$ cat src/rtl/tmr_pkg.sv
package tmr_pkg;
  localparam int DEF_CNT_W    = 16;
  localparam int DEF_FRAME_W  = 4;
  localparam int DEF_CTRL_W   = 16;
  localparam int DEF_DUTY_LSB = 6;
  localparam int DEF_SYNC     = 2;

  function automatic logic all_ones(input logic [63:0] v, input int w);
    logic r;
    r = 1'b1;
    for (int i = 0; i < 64; i++)
      if (i < w && !v[i]) r = 1'b0;
    return r;
  endfunction
endpackage

$ cat src/rtl/tmr_tick_gate.sv
module tmr_tick_gate #(
  parameter int SYNC_STAGES = tmr_pkg::DEF_SYNC
) (
  input  logic clk,
  input  logic rst_n,
  input  logic src_a,
  input  logic src_b,
  output logic tick
);
  logic gated;
  logic [SYNC_STAGES-1:0] sync_q;
  logic prev_q;

  assign gated = src_a & src_b;

  generate
    if (SYNC_STAGES == 1) begin : g_single
      always_ff @(posedge clk) begin
        if (!rst_n) sync_q <= '0;
        else        sync_q <= gated;
      end
    end else begin : g_chain
      always_ff @(posedge clk) begin
        if (!rst_n) sync_q <= '0;
        else        sync_q <= {sync_q[SYNC_STAGES-2:0], gated};
      end
    end
  endgenerate

  always_ff @(posedge clk) begin
    if (!rst_n) prev_q <= 1'b0;
    else        prev_q <= sync_q[SYNC_STAGES-1];
  end

  assign tick = sync_q[SYNC_STAGES-1] & ~prev_q;
endmodule

$ cat src/rtl/tmr_reload_cnt.sv
module tmr_reload_cnt #(
  parameter int CNT_W = tmr_pkg::DEF_CNT_W
) (
  input  logic             clk,
  input  logic             rst_n,
  input  logic             tick,
  input  logic             load_we,
  input  logic [CNT_W-1:0] load_val,
  output logic [CNT_W-1:0] count,
  output logic             wrap
);
  logic [CNT_W-1:0] preset_q;
  logic [CNT_W-1:0] cnt_q;
  logic             wrap_q;
  logic             at_top;

  assign at_top = tmr_pkg::all_ones(64'(cnt_q), CNT_W);

  always_ff @(posedge clk) begin
    if (!rst_n) begin
      preset_q <= '0;
      cnt_q    <= '0;
      wrap_q   <= 1'b0;
    end else begin
      wrap_q <= 1'b0;
      if (load_we) begin
        preset_q <= load_val;
        cnt_q    <= load_val;
      end else if (tick) begin
        if (at_top) begin
          cnt_q  <= preset_q;
          wrap_q <= 1'b1;
        end else begin
          cnt_q <= cnt_q + CNT_W'(1);
        end
      end
    end
  end

  assign count = cnt_q;
  assign wrap  = wrap_q;
endmodule

$ cat src/rtl/tmr_pwm_frame.sv
module tmr_pwm_frame #(
  parameter int FRAME_W = tmr_pkg::DEF_FRAME_W
) (
  input  logic               clk,
  input  logic               rst_n,
  input  logic               step,
  input  logic               duty_we,
  input  logic [FRAME_W-1:0] duty_val,
  output logic [FRAME_W-1:0] duty,
  output logic               pwm
);
  logic [FRAME_W-1:0] frame_q;
  logic [FRAME_W-1:0] duty_q;

  always_ff @(posedge clk) begin
    if (!rst_n) begin
      frame_q <= '0;
      duty_q  <= '0;
    end else begin
      if (step)    frame_q <= frame_q + FRAME_W'(1);
      if (duty_we) duty_q  <= duty_val;
    end
  end

  assign duty = duty_q;
  assign pwm  = frame_q < duty_q;
endmodule

$ cat src/rtl/gated_reload_timer.sv
module gated_reload_timer #(
  parameter int CNT_W       = tmr_pkg::DEF_CNT_W,
  parameter int FRAME_W     = tmr_pkg::DEF_FRAME_W,
  parameter int CTRL_W      = tmr_pkg::DEF_CTRL_W,
  parameter int DUTY_LSB    = tmr_pkg::DEF_DUTY_LSB,
  parameter int SYNC_STAGES = tmr_pkg::DEF_SYNC
) (
  input  logic              clk,
  input  logic              rst_n,
  input  logic              src_a,
  input  logic              src_b,
  input  logic              preset_we,
  input  logic [CNT_W-1:0]  preset_wdata,
  input  logic              ctrl_we,
  input  logic [CTRL_W-1:0] ctrl_wdata,
  input  logic              clr_we,
  input  logic              clr_wdata,
  output logic [CNT_W-1:0]  count,
  output logic              irq,
  output logic              ovf_strobe,
  output logic              pwm_out
);
  localparam int DUTY_MSB = DUTY_LSB + FRAME_W - 1;

  logic               tick;
  logic               wrap;
  logic [FRAME_W-1:0] duty_w;
  logic               irq_q;

  tmr_tick_gate #(.SYNC_STAGES(SYNC_STAGES)) u_gate (
    .clk(clk), .rst_n(rst_n), .src_a(src_a), .src_b(src_b), .tick(tick)
  );

  tmr_reload_cnt #(.CNT_W(CNT_W)) u_cnt (
    .clk(clk), .rst_n(rst_n), .tick(tick), .load_we(preset_we),
    .load_val(preset_wdata), .count(count), .wrap(wrap)
  );

  tmr_pwm_frame #(.FRAME_W(FRAME_W)) u_pwm (
    .clk(clk), .rst_n(rst_n), .step(wrap), .duty_we(ctrl_we),
    .duty_val(ctrl_wdata[DUTY_MSB:DUTY_LSB]), .duty(duty_w), .pwm(pwm_out)
  );

  always_ff @(posedge clk) begin
    if (!rst_n)                     irq_q <= 1'b0;
    else if (wrap)                  irq_q <= 1'b1;
    else if (clr_we && clr_wdata)   irq_q <= 1'b0;
  end

  assign irq        = irq_q;
  assign ovf_strobe = wrap;
endmodule

$ cat config.mk
export PLATFORM = sky130hd
export DESIGN_NAME = gated_reload_timer
export DESIGN_NICKNAME = d
export VERILOG_FILES = /design/src/rtl/tmr_pkg.sv /design/src/rtl/tmr_tick_gate.sv /design/src/rtl/tmr_reload_cnt.sv /design/src/rtl/tmr_pwm_frame.sv /design/src/rtl/gated_reload_timer.sv
export SDC_FILE = /design/constraint.sdc
export NUM_CORES = 1
export LEC_CHECK = 0
export BUFFER_PORTS_ARGS = -buffer_cell sky130_fd_sc_hd__buf_2
export CORE_ASPECT_RATIO = 0.5
export CORE_UTILIZATION = 39
export CTS_CLUSTER_DIAMETER = 80
export DETAILED_ROUTE_END_ITERATION = 10
export SYNTH_ARGS = -nofsm -noshare
export SYNTH_HDL_FRONTEND = slang
export SYNTH_SLANG_ARGS = --single-unit
export TNS_END_PERCENT = 30
$ cat constraint.sdc
create_clock -name clk -period 2 [get_ports clk]
set_input_delay 0.2 -clock clk [delete_from_list [all_inputs] [get_ports clk]]
set_output_delay 0.2 -clock clk [all_outputs]
set_load 0.05 [all_outputs]
==> flow_summary.ini <==
[cells_and_area]
final_common_cell = buf_2
diodes = 0
layout-drive-gt1-share_pct = 30.0
mostFrequentLayoutCells = buf_2, nor2_1, dfxtp_1, mux2i_1
final_cells = 386
area_growth_pct = 23.5
fillers = 532
utilization_pct = 51.2
fin_nets = 358

[clock_tree]
cts_num_sinks = 45
postCtsHoldBufs = 0
cts_tree = yes
cts_buffer_depth = 2
htreeDepth = 2
clk_latency_ns = 0.29
clk_pin_slew_ns = 0.06
cts_resized = 0
numCtsBuffers = 5
cts-root-buf = clkbuf_16
postCtsSetupBuffers = 0

[timing]
fin_hold_ws_ns = 0.137
slew_headroom_pct = 71.1
clock_skew_ns = 0.00423
fmax_mhz = 522
slew_violations = 0
period_minus_slack_ns = 1.92
hold_violations = 0
rsz0062_at_grt = false
worst_pin_slew_ns = 0.434
final-setup-viol-count = 0
post-route-period-util_pct = 95.8
fin_tns_setup_ns = 0

[global_route]
grt_pass1_vias = 2056
grt_max_degree = 22
antenna_found_initial = 0
grt_pass1_wl_um = 9990
grt-ovfl-total = 0
track_usage_pct = 20.4

[worst_setup_path]
path_buf_inv = 0
crit_end = u_cnt.count[10]
endpoint_kind = flop
path_max_fanout = 15
criticalPathCategory = flop to flop
cp_top_family = simple AND/OR/NAND/NOR gates
worstReg2RegEnd = u_cnt.count[10]
path_depth = 6
r2r-start = u_cnt.count[0]
cpMaxStageDelayCell = or4_4
worstPathCellList = ha_4, ha_1, nand3_2, or4_4, o221ai_1, o32ai_1
cpPeakStageDelay_ns = 0.58
r2r_cells = 6
start_kind = flop
cp.arrival_ns = 2.08
crit_path_start = u_cnt.count[0]
cp_data_required_time_ns = 2.16
reg2reg_slack_ns = 0.08

[power_and_ir_drop]
p_seq_share_pct = 44.7
power.switching_w = 0.000641
ir_worst_vdd_mv = 0.357
p_int_w = 0.00162
p_clk_share_pct = 38.8
p_leak_nw = 1.23
combPwrFrac_pct = 16.5
power-per-cell-area_nw_per_um2 = 786
swShare_pct = 28.4

[job]
maxCapViolCount = 0

[placement]
dp_cells = 378
hpwl_um = 4260
io_buffers = 46
gp_congestion = 0.915

[yosys]
synthTopCellsByArea = dfxtp_1, mux2i_1, nor2_1, ha_1, xnor2_1
ys.warnings.count = 0
async_flop_share_pct = 0
synth_top_area_share_pct = 38.7
ys_types = 53
synth-edff-count = 0
syn_nets = 307
synth_area_um2 = 2330
avgSynthCellArea_um2 = 8.92
ys_seq_area_share_pct = 38.7
ys_ff_latch = 45
synth_largest_area_cell = dfxtp_1
syn-instance-count = 261
synth-main-ff-cell = dfxtp_1

[route]
drtIter0Drc = 137
wl_per_cell_um = 15.8
dr.pass1.iters = 7
drt-vias-per-instance = 5.58
vias = 2155
routed_wirelength_um = 6120
drc = 6
ant_nets = 0

[die]
core-area_um2 = 5610
dieArea_um2 = 6300
die_y_um = 56.6
die_w_um = 111
start_util_pct = 41.5
io_pins = 59
rows = 19

[worst_hold_path]
hold_class = input pin to flop

[status]
status = finished with violations
violations = design-rule violations
synth_stat cells, types with 2 or more instances:
master	n
a211oi_1	4
a21o_1	2
a21oi_1	8
a22oi_1	5
a31oi_1	4
and2_1	2
and3_1	3
buf_1	2
buf_2	4
clkbuf_1	9
dfxtp_1	45
ha_1	6
inv_1	9
mux2i_1	24
nand2_1	15
nand2b_1	2
nand3_1	6
nand4_1	5
nor2_1	32
nor3_1	9
nor4_1	5
o211ai_1	5
o21a_1	2
o21ai_0	4
o221ai_1	6
o22ai_1	3
o31a_1	2
o32ai_1	2
or3_1	4
xnor2_1	8
xor2_1	2
final cells by class:
class / instances / area, µm² / share of cell area (%)
well taps: 73 / 91.3 / 3.18
multi-input cells: 189 / 1320 / 45.9
repair buffers: 61 / 343 / 11.9
clock inverters: 1 / 5.00 / 0.174
flip-flops and latches: 45 / 926 / 32.2
inverters: 10 / 37.5 / 1.31
clock buffers: 7 / 153 / 5.31
stage by stage:
stage / worst slack [ns] / power [W] / instance area [µm²]
floorplan: 0.0109 / 0.00128 / 2370
global placement: 0.142 / 0.00139 / 2720
detailed placement: 0.111 / 0.00140 / 2720
CTS: 0.0896 / 0.00227 / 2870
global route: 0.0258 / 0.00236 / 2870
finish: 0.0844 / 0.00226 / 2870
per-layer routing:
metal / GRT usage, % / wire length [µm] / share of wire (%)
met2: 32.6 / 2590 / 42
met1: 26.6 / 3060 / 50
met5: 0 / 0 / 0
met3: 6.37 / 373 / 6.1
met4: 6.18 / 95 / 1.6
logic make-up after synthesis:
family	Yosys count	share of synthesized area, %
compound gates	57	18.6
xor+xnor	10	3.76
fa+ha+maj	6	3.23
buf+inv	27	5.38
flops	45	38.7
mux	24	10.3
simple gates	92	20.0
worst min path at each step:
stage               cells past startpoint            endpoint        startpoint  slack [ns]
floorplan                               2  u_cnt.preset_q[15]  preset_wdata[15]        0.35
global placement                        1    u_gate.sync_q[1]  u_gate.sync_q[0]        0.41
detailed placement                      1    u_gate.sync_q[1]  u_gate.sync_q[0]        0.43
CTS                                     2    u_gate.sync_q[0]             src_b        0.14
global route                            2    u_gate.sync_q[0]             src_b        0.14
finish                                  2    u_gate.sync_q[0]             src_b        0.14
registers in the layout (all words and copies together), names as in the netlist:
name            cells
u_cnt.count        16
irq                 1
u_gate.prev_q       1
u_cnt.wrap          1
u_gate.sync_q       2
u_pwm.duty          4
u_cnt.preset_q     16
u_pwm.frame_q       4
power by group through the flow:
stage	sequential (W)	clock, W	combinational (W)
after floorplan	0.00111	0	0.000175
after global placement	0.00102	0	0.000365
after detailed placement	0.00103	0	0.000373
after CTS	0.00101	0.000885	0.000374
after global routing	0.00101	0.000937	0.000404
final	0.00101	0.000877	0.000373
Note: power is estimated with default switching activity, not from simulation.
